**config.mk**
```make
export PLATFORM = sky130hd
export DESIGN_NAME = pixbus_asm
export DESIGN_NICKNAME = d
export VERILOG_FILES = /design/src/rtl/pba_pkg.sv /design/src/rtl/pba_frame_ctl.sv /design/src/rtl/pba_pack.sv /design/src/rtl/pba_tap_delay.sv /design/src/rtl/pixbus_asm.sv
export SDC_FILE = /design/constraint.sdc
export NUM_CORES = 1
export LEC_CHECK = 0
export BUFFER_PORTS_ARGS = -buffer_cell sky130_fd_sc_hd__buf_4
export CAP_MARGIN = 20
export CORE_MARGIN = 2
export CORE_UTILIZATION = 60
export DETAILED_ROUTE_END_ITERATION = 8
export GPL_TIMING_DRIVEN = 1
export HOLD_SLACK_MARGIN = 0.05
export PLACE_DENSITY = 0.9
export SYNTH_ARGS = -nofsm -noshare
export SYNTH_HDL_FRONTEND = slang
export SYNTH_SLANG_ARGS = --single-unit
```
**constraint.sdc**
```tcl
create_clock -name clk_i -period 3.6 [get_ports clk_i]
set_clock_uncertainty 0.1 [all_clocks]
set_input_delay 0.18 -clock clk_i [delete_from_list [all_inputs] [get_ports clk_i]]
set_output_delay 0.18 -clock clk_i [all_outputs]
set_load 0.02 [all_outputs]
```
**src/rtl/pba_pkg.sv**
```systemverilog
package pba_pkg;

   typedef enum logic {
      FMT_565 = 1'b0,
      FMT_888 = 1'b1
   } pix_fmt_e;

   // Phase index of the final byte of a pixel
   function automatic logic [1:0] final_phase(input pix_fmt_e f);
      return (f == FMT_888) ? 2'd2 : 2'd1;
   endfunction

   // Number of bytes per pixel
   function automatic int unsigned bytes_per_pix(input pix_fmt_e f);
      return (f == FMT_888) ? 3 : 2;
   endfunction

endpackage

```
**src/rtl/pba_frame_ctl.sv**
```systemverilog
module pba_frame_ctl
   import pba_pkg::*;
(
   input  logic       clk_i,
   input  logic       rst_ni,
   input  logic       hsync_ni,
   input  logic       vsync_ni,
   input  logic       fmt_sel_i,
   output logic [1:0] cur_phase_o,
   output logic       last_byte_o,
   output pix_fmt_e   fmt_eff_o,
   output pix_fmt_e   fmt_act_o
);

   logic     hs_q, vs_q;
   logic     line_start, frame_start;
   logic [1:0] phase_q;
   pix_fmt_e fmt_q;

   assign frame_start = vs_q & ~vsync_ni;
   assign line_start  = (hs_q & ~hsync_ni) | frame_start;

   always_comb begin
      fmt_eff_o   = frame_start ? pix_fmt_e'(fmt_sel_i) : fmt_q;
      cur_phase_o = line_start ? 2'd0 : phase_q;
      last_byte_o = (cur_phase_o == final_phase(fmt_eff_o));
   end

   assign fmt_act_o = fmt_q;

   always_ff @(posedge clk_i or negedge rst_ni) begin
      if (!rst_ni) begin
         hs_q    <= 1'b1;
         vs_q    <= 1'b1;
         phase_q <= 2'd0;
         fmt_q   <= FMT_565;
      end else begin
         hs_q    <= hsync_ni;
         vs_q    <= vsync_ni;
         phase_q <= last_byte_o ? 2'd0 : cur_phase_o + 2'd1;
         if (frame_start) fmt_q <= pix_fmt_e'(fmt_sel_i);
      end
   end

endmodule

```
**src/rtl/pba_pack.sv**
```systemverilog
module pba_pack
   import pba_pkg::*;
#(
   parameter int unsigned BYTE_W = 8,
   localparam int unsigned PIX_W = 3 * BYTE_W
) (
   input  logic              clk_i,
   input  logic              rst_ni,
   input  logic [BYTE_W-1:0] byte_i,
   input  logic [1:0]        cur_phase_i,
   input  logic              last_byte_i,
   input  pix_fmt_e          fmt_eff_i,
   output logic [PIX_W-1:0]  pix_o,
   output logic              pix_vld_o
);

   logic [2*BYTE_W-1:0] acc_q;
   logic [PIX_W-1:0]    word_565, word_888, word_sel;

   assign word_565 = {{BYTE_W{1'b0}}, acc_q[BYTE_W-1:0], byte_i};
   assign word_888 = {acc_q, byte_i};
   assign word_sel = (fmt_eff_i == FMT_888) ? word_888 : word_565;

   always_ff @(posedge clk_i or negedge rst_ni) begin
      if (!rst_ni) begin
         acc_q     <= '0;
         pix_o     <= '0;
         pix_vld_o <= 1'b0;
      end else begin
         if (cur_phase_i == 2'd0) acc_q <= {{BYTE_W{1'b0}}, byte_i};
         else                     acc_q <= {acc_q[BYTE_W-1:0], byte_i};
         pix_vld_o <= last_byte_i;
         if (last_byte_i) pix_o <= word_sel;
      end
   end

endmodule

```
**src/rtl/pba_tap_delay.sv**
```systemverilog
module pba_tap_delay #(
   parameter int unsigned W = 1,
   parameter int unsigned DEPTH = 2,
   parameter logic [W-1:0] RST_VAL = '0,
   localparam int unsigned TAP_W = $clog2(DEPTH + 1)
) (
   input  logic             clk_i,
   input  logic             rst_ni,
   input  logic [W-1:0]     d_i,
   input  logic [TAP_W-1:0] tap_i,
   output logic [W-1:0]     q_o
);

   logic [DEPTH-1:0][W-1:0] stg_q;

   if (DEPTH < 1) begin : g_depth_chk
      $error("pba_tap_delay: DEPTH must be at least 1");
   end

   always_ff @(posedge clk_i or negedge rst_ni) begin
      if (!rst_ni) begin
         stg_q <= {DEPTH{RST_VAL}};
      end else begin
         for (int s = DEPTH - 1; s > 0; s--) stg_q[s] <= stg_q[s-1];
         stg_q[0] <= d_i;
      end
   end

   // tap_i selects how many register stages the data passes; 0 bypasses
   always_comb begin
      q_o = d_i;
      for (int s = 0; s < DEPTH; s++) begin
         if (tap_i == TAP_W'(s + 1)) q_o = stg_q[s];
      end
   end

endmodule

```
**src/rtl/pixbus_asm.sv**
```systemverilog
module pixbus_asm
   import pba_pkg::*;
#(
   parameter int unsigned BYTE_W  = 8,
   parameter int unsigned LAT_565 = 3,
   parameter int unsigned LAT_888 = 5
) (
   input  logic                  clk_i,
   input  logic                  rst_ni,
   input  logic [BYTE_W-1:0]     byte_i,
   input  logic                  hsync_ni,
   input  logic                  vsync_ni,
   input  logic                  fmt_sel_i,
   output logic [3*BYTE_W-1:0]   pix_o,
   output logic                  pix_ce_o,
   output logic                  hsync_no,
   output logic                  vsync_no
);

   localparam int unsigned PIX_W   = 3 * BYTE_W;
   localparam int unsigned SYNC_D  = (LAT_888 > LAT_565) ? LAT_888 : LAT_565;
   localparam int unsigned PAD_565 = LAT_565 - 2;
   localparam int unsigned PAD_888 = LAT_888 - 3;
   localparam int unsigned PIX_D   = (PAD_888 > PAD_565) ? PAD_888 : PAD_565;
   localparam int unsigned STAP_W  = $clog2(SYNC_D + 1);
   localparam int unsigned PTAP_W  = $clog2(PIX_D + 1);
   localparam int unsigned N_SYNC  = 2;

   if (BYTE_W < 1) begin : g_bw_chk
      $error("pixbus_asm: BYTE_W must be positive");
   end
   if (LAT_565 < 3) begin : g_l565_chk
      $error("pixbus_asm: LAT_565 must be at least 3");
   end
   if (LAT_888 < 4) begin : g_l888_chk
      $error("pixbus_asm: LAT_888 must be at least 4");
   end

   logic [1:0]        cur_phase;
   logic              last_byte;
   pix_fmt_e          fmt_eff, fmt_act;
   logic [PIX_W-1:0]  pix_q;
   logic              pix_vld;
   logic [STAP_W-1:0] sync_tap;
   logic [PTAP_W-1:0] pix_tap;
   logic [N_SYNC-1:0] sync_in, sync_out;

   pba_frame_ctl u_ctl (
      .clk_i       (clk_i),
      .rst_ni      (rst_ni),
      .hsync_ni    (hsync_ni),
      .vsync_ni    (vsync_ni),
      .fmt_sel_i   (fmt_sel_i),
      .cur_phase_o (cur_phase),
      .last_byte_o (last_byte),
      .fmt_eff_o   (fmt_eff),
      .fmt_act_o   (fmt_act)
   );

   pba_pack #(.BYTE_W(BYTE_W)) u_pack (
      .clk_i       (clk_i),
      .rst_ni      (rst_ni),
      .byte_i      (byte_i),
      .cur_phase_i (cur_phase),
      .last_byte_i (last_byte),
      .fmt_eff_i   (fmt_eff),
      .pix_o       (pix_q),
      .pix_vld_o   (pix_vld)
   );

   assign sync_tap = (fmt_act == FMT_888) ? STAP_W'(LAT_888) : STAP_W'(LAT_565);
   assign pix_tap  = (fmt_act == FMT_888) ? PTAP_W'(PAD_888) : PTAP_W'(PAD_565);

   assign sync_in  = {vsync_ni, hsync_ni};

   for (genvar c = 0; c < N_SYNC; c++) begin : g_sync
      pba_tap_delay #(.W(1), .DEPTH(SYNC_D), .RST_VAL(1'b1)) u_dly (
         .clk_i  (clk_i),
         .rst_ni (rst_ni),
         .d_i    (sync_in[c]),
         .tap_i  (sync_tap),
         .q_o    (sync_out[c])
      );
   end

   assign hsync_no = sync_out[0];
   assign vsync_no = sync_out[1];

   pba_tap_delay #(.W(PIX_W + 1), .DEPTH(PIX_D), .RST_VAL('0)) u_pix_dly (
      .clk_i  (clk_i),
      .rst_ni (rst_ni),
      .d_i    ({pix_vld, pix_q}),
      .tap_i  (pix_tap),
      .q_o    ({pix_ce_o, pix_o})
   );

endmodule

```
Word-level counts from Yosys, hierarchy flattened
Index checks and enable logic that the tools add are counted.
- register bits: 104
- output and inout port bits: 27
- add/sub/neg operators: 1
- eq/ne operators: 8
- mux-type cells: 20
- bitwise gates (word level): 5
- reduce and logical (&&, ||, !) cells: 1
- operators with widths (operator ; count):
    $mux W25 ; 2
    $mux W24 ; 1
    $mux W16 ; 1
    $mux W1 ; 11
    $mux W2 ; 4
    $eq A3 B2 Y1 const B ; 2
    $eq A3 B3 Y1 const B ; 2
    $eq A3 B1 Y1 const B ; 1
    $mux W3 ; 1
    $add A2 B1 Y2 const B ; 1
    $and A1 B1 Y1 ; 2
    $eq A2 B1 Y1 const B ; 1
    $eq A2 B2 Y1 ; 1
    $eq A2 B2 Y1 const B ; 1
    $logic_not A2 Y1 ; 1
    $not A1 Y1 ; 2
    $or A1 B1 Y1 ; 1

Longest topological paths before layout
Gate-level depths: netlist of run 1.
- depth after elaboration: 7
- gate-level depth with buffers: 6

Cells and area by module
From an unflattened synthesis of run 1, not the netlist that was laid out.
- cell total of the unflattened synthesis: 253
- area total of the unflattened synthesis: 3927.5 µm²
- modules (own cells, without submodules) (module ; instances ; cells an instance ; area an instance (µm²)):
    pba_tap_delay at u_pix_dly ; 1 ; 113 ; 1896.8
    pba_pack ; 1 ; 94 ; 1401.3
    pba_tap_delay at g_sync[0].u_dly ... ; 2 ; 13 ; 192.7
    pba_frame_ctl ; 1 ; 18 ; 236.5
    pixbus_asm ; 1 ; 2 ; 7.5

Worst setup path after synthesis of run 1
Ideal clock, no wire load.
- path type: register to register
- start point: register, netlist name g_sync[1].u_dly.stg_q[0]
- end point: register u_pack.pix_o[0]
- setup time: 118 ps
- arrival: 1349 ps
- path slack: 2033 ps
- cell stages (with the launch flop): 6
- path buffers: 1
- clock period less this slack: 1567 ps
- path through: dfstp_2 nand2b_1 and2_1 buf_2 a32o_1 a21o_1
- RTL lines (item ; RTL line ; text):
    end signal: assignment ; pba_pack.sv:33 ; if (last_byte_i) pix_o <= word_sel;
    end: declaration ; pba_pack.sv:13 ; output logic [PIX_W-1:0] pix_o,

Worst setup path after layout of run 1
- start point: register u_ctl.fmt_q (netlist: u_ctl.fmt_act_o)
- end point: output pix_o[11]
- word-level cells in the longest chain between the ends: 4
- ends and longest elaborated chain (item ; RTL line ; text):
    start: declaration ; pba_frame_ctl.sv:18 ; pix_fmt_e fmt_q;
    start signal: assignment ; pba_frame_ctl.sv:41 ; if (frame_start) fmt_q <= pix_fmt_e'(fmt_sel_i);
    $mux W2 (*) ; pixbus_asm.sv:72 ; assign pix_tap = (fmt_act == FMT_888) ? PTAP_W'(PAD_888) : PTAP_W'(PAD_565);
    $eq A2 B1 Y1 ; pba_tap_delay.sv:33 ; if (tap_i == TAP_W'(s + 1)) q_o = stg_q[s];
    $mux W25 ; pba_tap_delay.sv:33 ;
    $mux W25 (*) ; pba_tap_delay.sv:33 ;
    end: declaration ; pixbus_asm.sv:14 ; output logic [3*BYTE_W-1:0] pix_o,
Every way passes the cells marked *; elsewhere a longest branch is shown, timed or not.

==> impl_metrics.env, run 1 <==
export IMPL_status="finished, violations left"
export IMPL_violations="design-rule violations"
export IMPL_critPathArrivalTime_ns=2.14
export IMPL_htreeDepth=3
export IMPL_cp_end_kind="primary output"
export IMPL_routed_wl_mm=7.073
export IMPL_layout_common_cells="dfrtp_1, buf_4, mux2_2"
export IMPL_grtUsageMet3_pct=3.850
export IMPL_crit_path_top_delay_cell="dfrtp_2"
export IMPL_grt_pass1_wl_mm=12.03
export IMPL_timing_rr_start="u_ctl.phase_q[0]$_DFF_PN0_"
export IMPL_path_max_fanout=52
export IMPL_io_pins=40
export IMPL_ys_ff_latch=104
export IMPL_numPortBuffers=39
export IMPL_post_cts_setup_buffers=0
export IMPL_via_per_inst=5.924
export IMPL_post_route_period_util_pct=67.26
export IMPL_clk_root_buffer_cell="clkbuf_8"
export IMPL_antenna_found_initial=0
export IMPL_areaGrowthSynthToFinish_pct=15.55
export IMPL_cts_resized_gates=0
export IMPL_yosysWarnings=0
export IMPL_grt_total_usage_pct=21.26
export IMPL_rsz0062_at_grt="no"
export IMPL_setup_viol=0
export IMPL_powerDensity_nw_per_um2=775.1
export IMPL_fillers=431
export IMPL_slew_viol_final=0
export IMPL_grt_pass1_vias=2506
export IMPL_worstSetupStartpoint="u_ctl.fmt_act_o$_DFF_PN0_"
export IMPL_drt_pass1_iterations=8
export IMPL_antennaDiodeCount=0
export IMPL_totalPowerFinal_w=0.003597
export IMPL_worst_pin_slew_ns=0.8067
export IMPL_clk_latency_ns=0.36
export IMPL_route_detailed_drc=5
export IMPL_grt_overflow=0
export IMPL_clk_pin_slew_ns=0.10
export IMPL_antenna_left=0
export IMPL_max_slew_margin_rel_pct=46.22
export IMPL_grt_util_met1_pct=28.24
export IMPL_tns_ns=0
export IMPL_cts_sinks=104
export IMPL_rows=29
export IMPL_cts_buffers=9
export IMPL_p_leak_nw=2.195
export IMPL_dieArea_sq_um=7364
export IMPL_cts_buffer_depth=2
export IMPL_syn_avg_cell_area_sq_um=13.75
export IMPL_cp_cell_sequence="buf_4, mux2_2, buf_4"
export IMPL_fin_nets=353
export IMPL_ys_seq_area_share_pct=65.11
export IMPL_slowest_delay_ns=0.61
export IMPL_ir_drop_mv=0.4474
export IMPL_path_class="flip-flop to primary output"
export IMPL_critPathRequiredTime_ns=3.32
export IMPL_die_x_um=85.82
export IMPL_mostFrequentLayoutCell="dfrtp_1"
export IMPL_hpwlAfterDp_mm=4.532
export IMPL_fin_crit_ns=2.422
export IMPL_hold_viol=0
export IMPL_drive_gt1_share_pct=31.98
export IMPL_synth_area_sq_um=4016
export IMPL_max_freq_ghz=0.4130
export IMPL_cts_tree="done"
export IMPL_hold_path_class="input port to async pin"
export IMPL_num_vias=2494
export IMPL_die_h_um=85.82
export IMPL_core_sq_um=6422
export IMPL_yosysUniqueCellTypes=25
export IMPL_syn_inst=292
export IMPL_startpoint_type="flip-flop"
export IMPL_synth_nets=306
export IMPL_max_cap_violations=0
export IMPL_met2_usage_pct=34.16
export IMPL_avgRoutedWirePerCell_um=16.80
export IMPL_reg2reg_to="u_pack.pix_o[19]$_DFFE_PN0N_"
export IMPL_grt_busiest_layer="met2"
export IMPL_place_gp_congestion=0.8656
export IMPL_reg2reg_depth=3
export IMPL_cpMostUsedCell="buf_4"
export IMPL_grt_max_degree=53
export IMPL_initial_core_util_pct=62.54
export IMPL_drt_iter0_markers=184
export IMPL_rrSetupSlack_ns=1.42
-- cell families after synthesis --
logic type | share of synthesized area [%]
AO/OA/AOI/OAI | 14.83
adder cells (fa/ha/maj) | 0.3115
buffers and inverters | 4.517
flip-flops | 65.11
multiplexers | 8.100
AND/OR/NAND/NOR | 7.134
-- synthesized netlist by cell type --
| cell | number | area share [%] |
|---|---|---|
| buf_2 | 10 | 1.2 |
| a32o_1 | 16 | 4.0 |
| and2b_1 | 1 | 0.19 |
| buf_4 | 3 | 0.56 |
| buf_6 | 3 | 0.84 |
| nand3_2 | 1 | 0.25 |
| nor2b_4 | 1 | 0.34 |
| and2_1 | 1 | 0.16 |
| nand2_1 | 20 | 1.9 |
| o221ai_1 | 16 | 3.5 |
| mux2i_1 | 1 | 0.25 |
| inv_1 | 16 | 1.5 |
| nand3_1 | 17 | 2.1 |
| nand2b_1 | 2 | 0.31 |
| nor2_1 | 2 | 0.19 |
| dfstp_2 | 10 | 6.5 |
| o211a_4 | 1 | 0.44 |
| dfrtp_1 | 94 | 59 |
| ha_1 | 1 | 0.31 |
| mux2_2 | 28 | 7.9 |
| a21o_1 | 25 | 4.7 |
| o221a_2 | 8 | 2.2 |
| clkbuf_1 | 4 | 0.37 |
| nor2b_1 | 10 | 1.6 |
| and3_1 | 1 | 0.16 |
-- worst max-delay path by stage --
stage | to | slack, ns
6_report | pix_o[11] | 1.18
5_1_grt | pix_o[10] | 1.06
4_1_cts | pix_o[10] | 1.17
3_5_place_dp | u_pack.pix_o[19]$_DFFE_PN0N_ | 1.46
3_3_place_gp | u_pack.pix_o[17]$_DFFE_PN0N_ | 1.52
2_1_floorplan | u_pack.pix_o[0]$_DFFE_PN0N_ | 2.03
-- sequential cells by signal, indices dropped and copies added (netlist names) --
register            count
u_ctl.fmt_act_o         1
u_pack.acc_q           16
u_ctl.phase_q           2
u_pack.pix_vld_o        1
g_sync.u_dly.stg_q     10
u_pix_dly.stg_q        50
u_pack.pix_o           24
-- cell type report --
| cell class | instances | area [sq um] | share of cell area (%) |
|---|---|---|---|
| clock buffers | 11 | 151.4 | 3.262 |
| clock inverters | 5 | 46.29 | 0.9976 |
| inverters | 16 | 60.06 | 1.294 |
| multi-input cells | 152 | 1220 | 26.29 |
| flip-flops and latches | 104 | 2616 | 56.38 |
| well taps | 77 | 96.34 | 2.076 |
| repair buffers | 56 | 450.4 | 9.706 |
-- per-stage QoR --
step / cells / hold slack [ns] / area, sq um / utilization [%] / setup WS, ns
after detailed placement: 392 / 0.06015 / 4315 / 67.19 / 1.455
after floorplan: 292 / -0.2156 / 4016 / - / 2.033
final: 421 / 0.2022 / 4641 / 72.26 / 1.179
after CTS: 420 / 0.2044 / 4633 / 72.14 / 1.166
after global routing: 421 / 0.2358 / 4641 / 72.26 / 1.060
after global placement: 392 / 0.05388 / 4315 / 67.19 / 1.522
-- timing repair --
item / in CTS / in global routing
hold endpoints to repair: 48 / 0
hold buffers: 12 / 0
endpoints found under the setup margin: 0 / 0
-- routing by layer --
metal  up-vias  wire length, um  part of all wire [%]
met2        78             3599                    51
met3        16              337                   4.8
met5         -                0                     0
met4         0              142                   2.0
li1       1157                -                     -
met1      1243             2994                    42
-- worst max-delay path, delay by kind of cell, from the launching register on --
family / cells / cell delay [ns]
multiplexers: 1 / 0.41
buffers and inverters: 2 / 0.74
flip-flops: 1 / 0.61
-- report_power, final --
group          switching [W]  internal, W  total (W)
clock               0.000398     0.000303   0.000701
sequential          0.000245      0.00153    0.00178
combinational       0.000562     0.000556    0.00112
No activity file was read; power rests on OpenSTA's default activity.
==> inputs of run 2 (changes only) <==
--- a/config.mk
+++ b/config.mk
@@ -5,14 +5,15 @@
 export SDC_FILE = /design/constraint.sdc
 export NUM_CORES = 1
 export LEC_CHECK = 0
+export ABC_AREA = 1
 export BUFFER_PORTS_ARGS = -buffer_cell sky130_fd_sc_hd__buf_4
 export CAP_MARGIN = 20
 export CORE_MARGIN = 2
-export CORE_UTILIZATION = 60
+export CORE_UTILIZATION = 57
 export DETAILED_ROUTE_END_ITERATION = 8
 export GPL_TIMING_DRIVEN = 1
 export HOLD_SLACK_MARGIN = 0.05
-export PLACE_DENSITY = 0.9
+export PLACE_DENSITY = 0.87
 export SYNTH_ARGS = -nofsm -noshare
 export SYNTH_HDL_FRONTEND = slang
 export SYNTH_SLANG_ARGS = --single-unit
==> constraint.sdc (replaced) <==
create_clock -name clk_i -period 2.5 [get_ports clk_i]
set_clock_uncertainty 0.1 [all_clocks]
set_input_delay 0.125 -clock clk_i [delete_from_list [all_inputs] [get_ports clk_i]]
set_output_delay 0.125 -clock clk_i [all_outputs]
set_load 0.02 [all_outputs]
==> run 2 against run 1 <==
  * The run now ends clean
  * Sequential cell count unchanged
  * Hold slack improved by 0.0061 ns
  * Global-route usage shrank 0.98 points
  * Cell count rose by 5.9%
  * Count of clock-buffer cells in the layout down 2
  * Via count down 9.1%
  * Combinational power increased by 4%
  * Non-clock buffer count stayed put
  * Power rose by 28%
  * First-iteration DRC count down 24%
==> impl_metrics.env, run 2 <==
export IMPL_syn_avg_cell_area_sq_um=11.48
export IMPL_dieArea_sq_um=6891
export IMPL_ys_ff_latch=104
export IMPL_path_max_fanout=27
export IMPL_grt_total_usage_pct=20.27
export IMPL_final_core_util_pct=70.45
export IMPL_rsz0062_at_grt="no"
export IMPL_top_regs="u_pix_dly.stg_q (50), u_pack.pix_o (24), u_pack.acc_q (16)"
export IMPL_hold_path_class="input port to async pin"
export IMPL_place_gp_congestion=0.8416
export IMPL_yosysUniqueCellTypes=20
export IMPL_grt_pass1_vias=2343
export IMPL_max_slew_margin_rel_pct=58.82
export IMPL_layout_common_cells="nand2_1, dfrtp_1, buf_4"
export IMPL_grt_pass1_wl_mm=10.76
export IMPL_cp_end_kind="primary output"
export IMPL_rows=28
export IMPL_combPwrFrac_pct=25.3
export IMPL_seqPwrFrac_pct=54.6
export IMPL_post_route_period_util_pct=75.62
export IMPL_cts_buffers=9
export IMPL_htreeDepth=3
export IMPL_initial_core_util_pct=59.40
export IMPL_synth_area_leaders="dfrtp_1, nand2_1, dfstp_2, nand3_1, inv_1"
export IMPL_cts_tree="done"
export IMPL_core_sq_um=5991
export IMPL_path_buf_inv=3
export IMPL_yosysWarnings=0
export IMPL_netlist_area_leader_share_pct=66.10
export IMPL_hpwlAfterDp_mm=4.333
export IMPL_tns_ns=0
export IMPL_max_freq_ghz=0.5290
export IMPL_cp_cell_sequence="inv_2, buf_4, nand2_1, nand2_1, buf_4"
export IMPL_setup_viol=0
export IMPL_max_cap_violations=0
export IMPL_ys_seq_area_share_pct=73.49
export IMPL_switchingPower_w=0.001548
export IMPL_slew_viol_final=0
export IMPL_hold_viol=0
export IMPL_clk_pin_slew_ns=0.10
export IMPL_synthTopCellsByCount="nand2_1, dfrtp_1, nand3_1"
export IMPL_critPathRequiredTime_ns=2.28
export IMPL_synth_edf_count=0
export IMPL_clk_root_buffer_cell="clkbuf_8"
export IMPL_clk_latency_ns=0.36
export IMPL_antenna_found_initial=0
export IMPL_num_vias=2267
export IMPL_antenna_left=0
export IMPL_drt_pass1_iterations=4
export IMPL_synth_area_sq_um=3558
export IMPL_place_area_sq_um=3921
export IMPL_ir_drop_mv=0.6171
export IMPL_status="finished, final reports clean"
export IMPL_p_clk_share_pct=20.1
export IMPL_synth_area_leader_cell="dfrtp_1"
export IMPL_grt_overflow=0
export IMPL_critPathArrivalTime_ns=1.67
export IMPL_rrSetupSlack_ns=0.65
export IMPL_powerDensity_nw_per_um2=1092
export IMPL_antennaDiodeCount=0
export IMPL_stdcell_area_sq_um=4220
export IMPL_avgRoutedWirePerCell_um=14.39
export IMPL_power_internal_w=0.003061
export IMPL_reg2reg_depth=6
export IMPL_route_detailed_drc=0
export IMPL_grt_max_degree=54
export IMPL_async_reset_ff_share_pct=100.0
export IMPL_switching_share_pct=33.58
export IMPL_startpoint_type="flip-flop"
export IMPL_drt_iter0_markers=139
export IMPL_timing_rr_start="u_ctl.fmt_act_o$_DFF_PN0_"
export IMPL_post_cts_setup_buffers=0
export IMPL_synth_nets=324
export IMPL_slowest_delay_ns=0.58
export IMPL_p_leak_nw=2.261
export IMPL_die_h_um=83.01
export IMPL_largest_reg_flops=50
export IMPL_worst_pin_slew_ns=0.6177
export IMPL_totalPowerFinal_w=0.004609
export IMPL_path_delay_family="flip-flops"
export IMPL_largest_register="u_pix_dly.stg_q"
export IMPL_drive_gt1_share_pct=22.10
export IMPL_cts_buffer_depth=2
export IMPL_io_pins=40
export IMPL_whs_ns=0.2083
export IMPL_areaGrowthSynthToFinish_pct=18.60
export IMPL_mostFrequentLayoutCell="nand2_1"
export IMPL_reg2reg_to="u_pack.pix_o[12]$_DFFE_PN0N_"
export IMPL_numPortBuffers=39
export IMPL_cts_sinks=104
export IMPL_synth_most_common_cell="nand2_1"
export IMPL_die_x_um=83.01
export IMPL_routed_wl_mm=6.416
export IMPL_ys_flop_type="dfrtp_1"
export IMPL_syn_inst=310
export IMPL_crit_path_top_delay_cell="dfrtp_1"
export IMPL_via_per_inst=5.083
export IMPL_fin_nets=380
export IMPL_path_class="flip-flop to primary output"
export IMPL_fin_crit_ns=1.890
-- run 2: metrics by stage --
step                      setup slack (ns)  std cells
final                               0.6096        446
after global routing                0.4940        446
after CTS                           0.6140        446
after detailed placement            0.6910        418
after global placement              0.7990        418
after floorplan                     0.9464        310
-- run 2: worst max path at each step --
stage,endpoint,from,slack (ns),cells past startpoint
after floorplan,u_pack.acc_q[10]$_DFF_PN0_,g_sync[1].u_dly.stg_q[0]$_DFF_PN1_,0.95,7
after global placement,u_pack.pix_o[9]$_DFFE_PN0N_,u_ctl.fmt_act_o$_DFF_PN0_,0.80,6
after CTS,pix_o[9],u_ctl.fmt_act_o$_DFF_PN0_,0.61,5
final,pix_o[3],u_ctl.fmt_act_o$_DFF_PN0_,0.61,5
after global routing,vsync_no,u_ctl.fmt_act_o$_DFF_PN0_,0.49,5
after detailed placement,u_pack.pix_o[2]$_DFFE_PN0N_,u_ctl.fmt_act_o$_DFF_PN0_,0.69,6
-- run 2: power by group through the flow --
stage	logic (W)	clock network, W	registers [W]
detailed placement	0.00116	0	0.00255
CTS	0.00118	0.000953	0.00252
floorplan	0.000763	0	0.00242
global placement	0.00112	0	0.00250
finish	0.00117	0.000926	0.00252
global route	0.00130	0.00101	0.00257
-- run 2: area by class of cell --
class	count	area, sq um
clock buffers	9	123.9
well taps	75	93.84
repair buffers	56	450.4
flip-flops and latches	104	2615
clock inverters	7	55.05
inverters	17	63.81
multi-input cells	178	818.3
fillers	425	1770
-- run 2: cell families after synthesis --
logic type	synth area share, %
AND/OR/NAND/NOR	22.64
flip-flops	73.49
buffers and inverters	3.516
adder cells (fa/ha/maj)	0.3516
-- run 2: what timing repair did --
item,CTS,global route
hold buffers,12,0
gates resized for setup,0,0
hold endpoints to repair,69,0
-- run 2: per-layer routing --
| layer | up-vias | share of wire (%) | GRT usage [%] | wire length (um) |
|---|---|---|---|---|
| met4 | 0 | 2.4 | 10.88 | 157 |
| li1 | 1076 | - | - | - |
| met1 | 1111 | 41 | 24.72 | 2642 |
| met5 | - | 0 | 0 | 0 |
| met2 | 63 | 52 | 33.87 | 3336 |
| met3 | 17 | 4.3 | 4.473 | 279 |
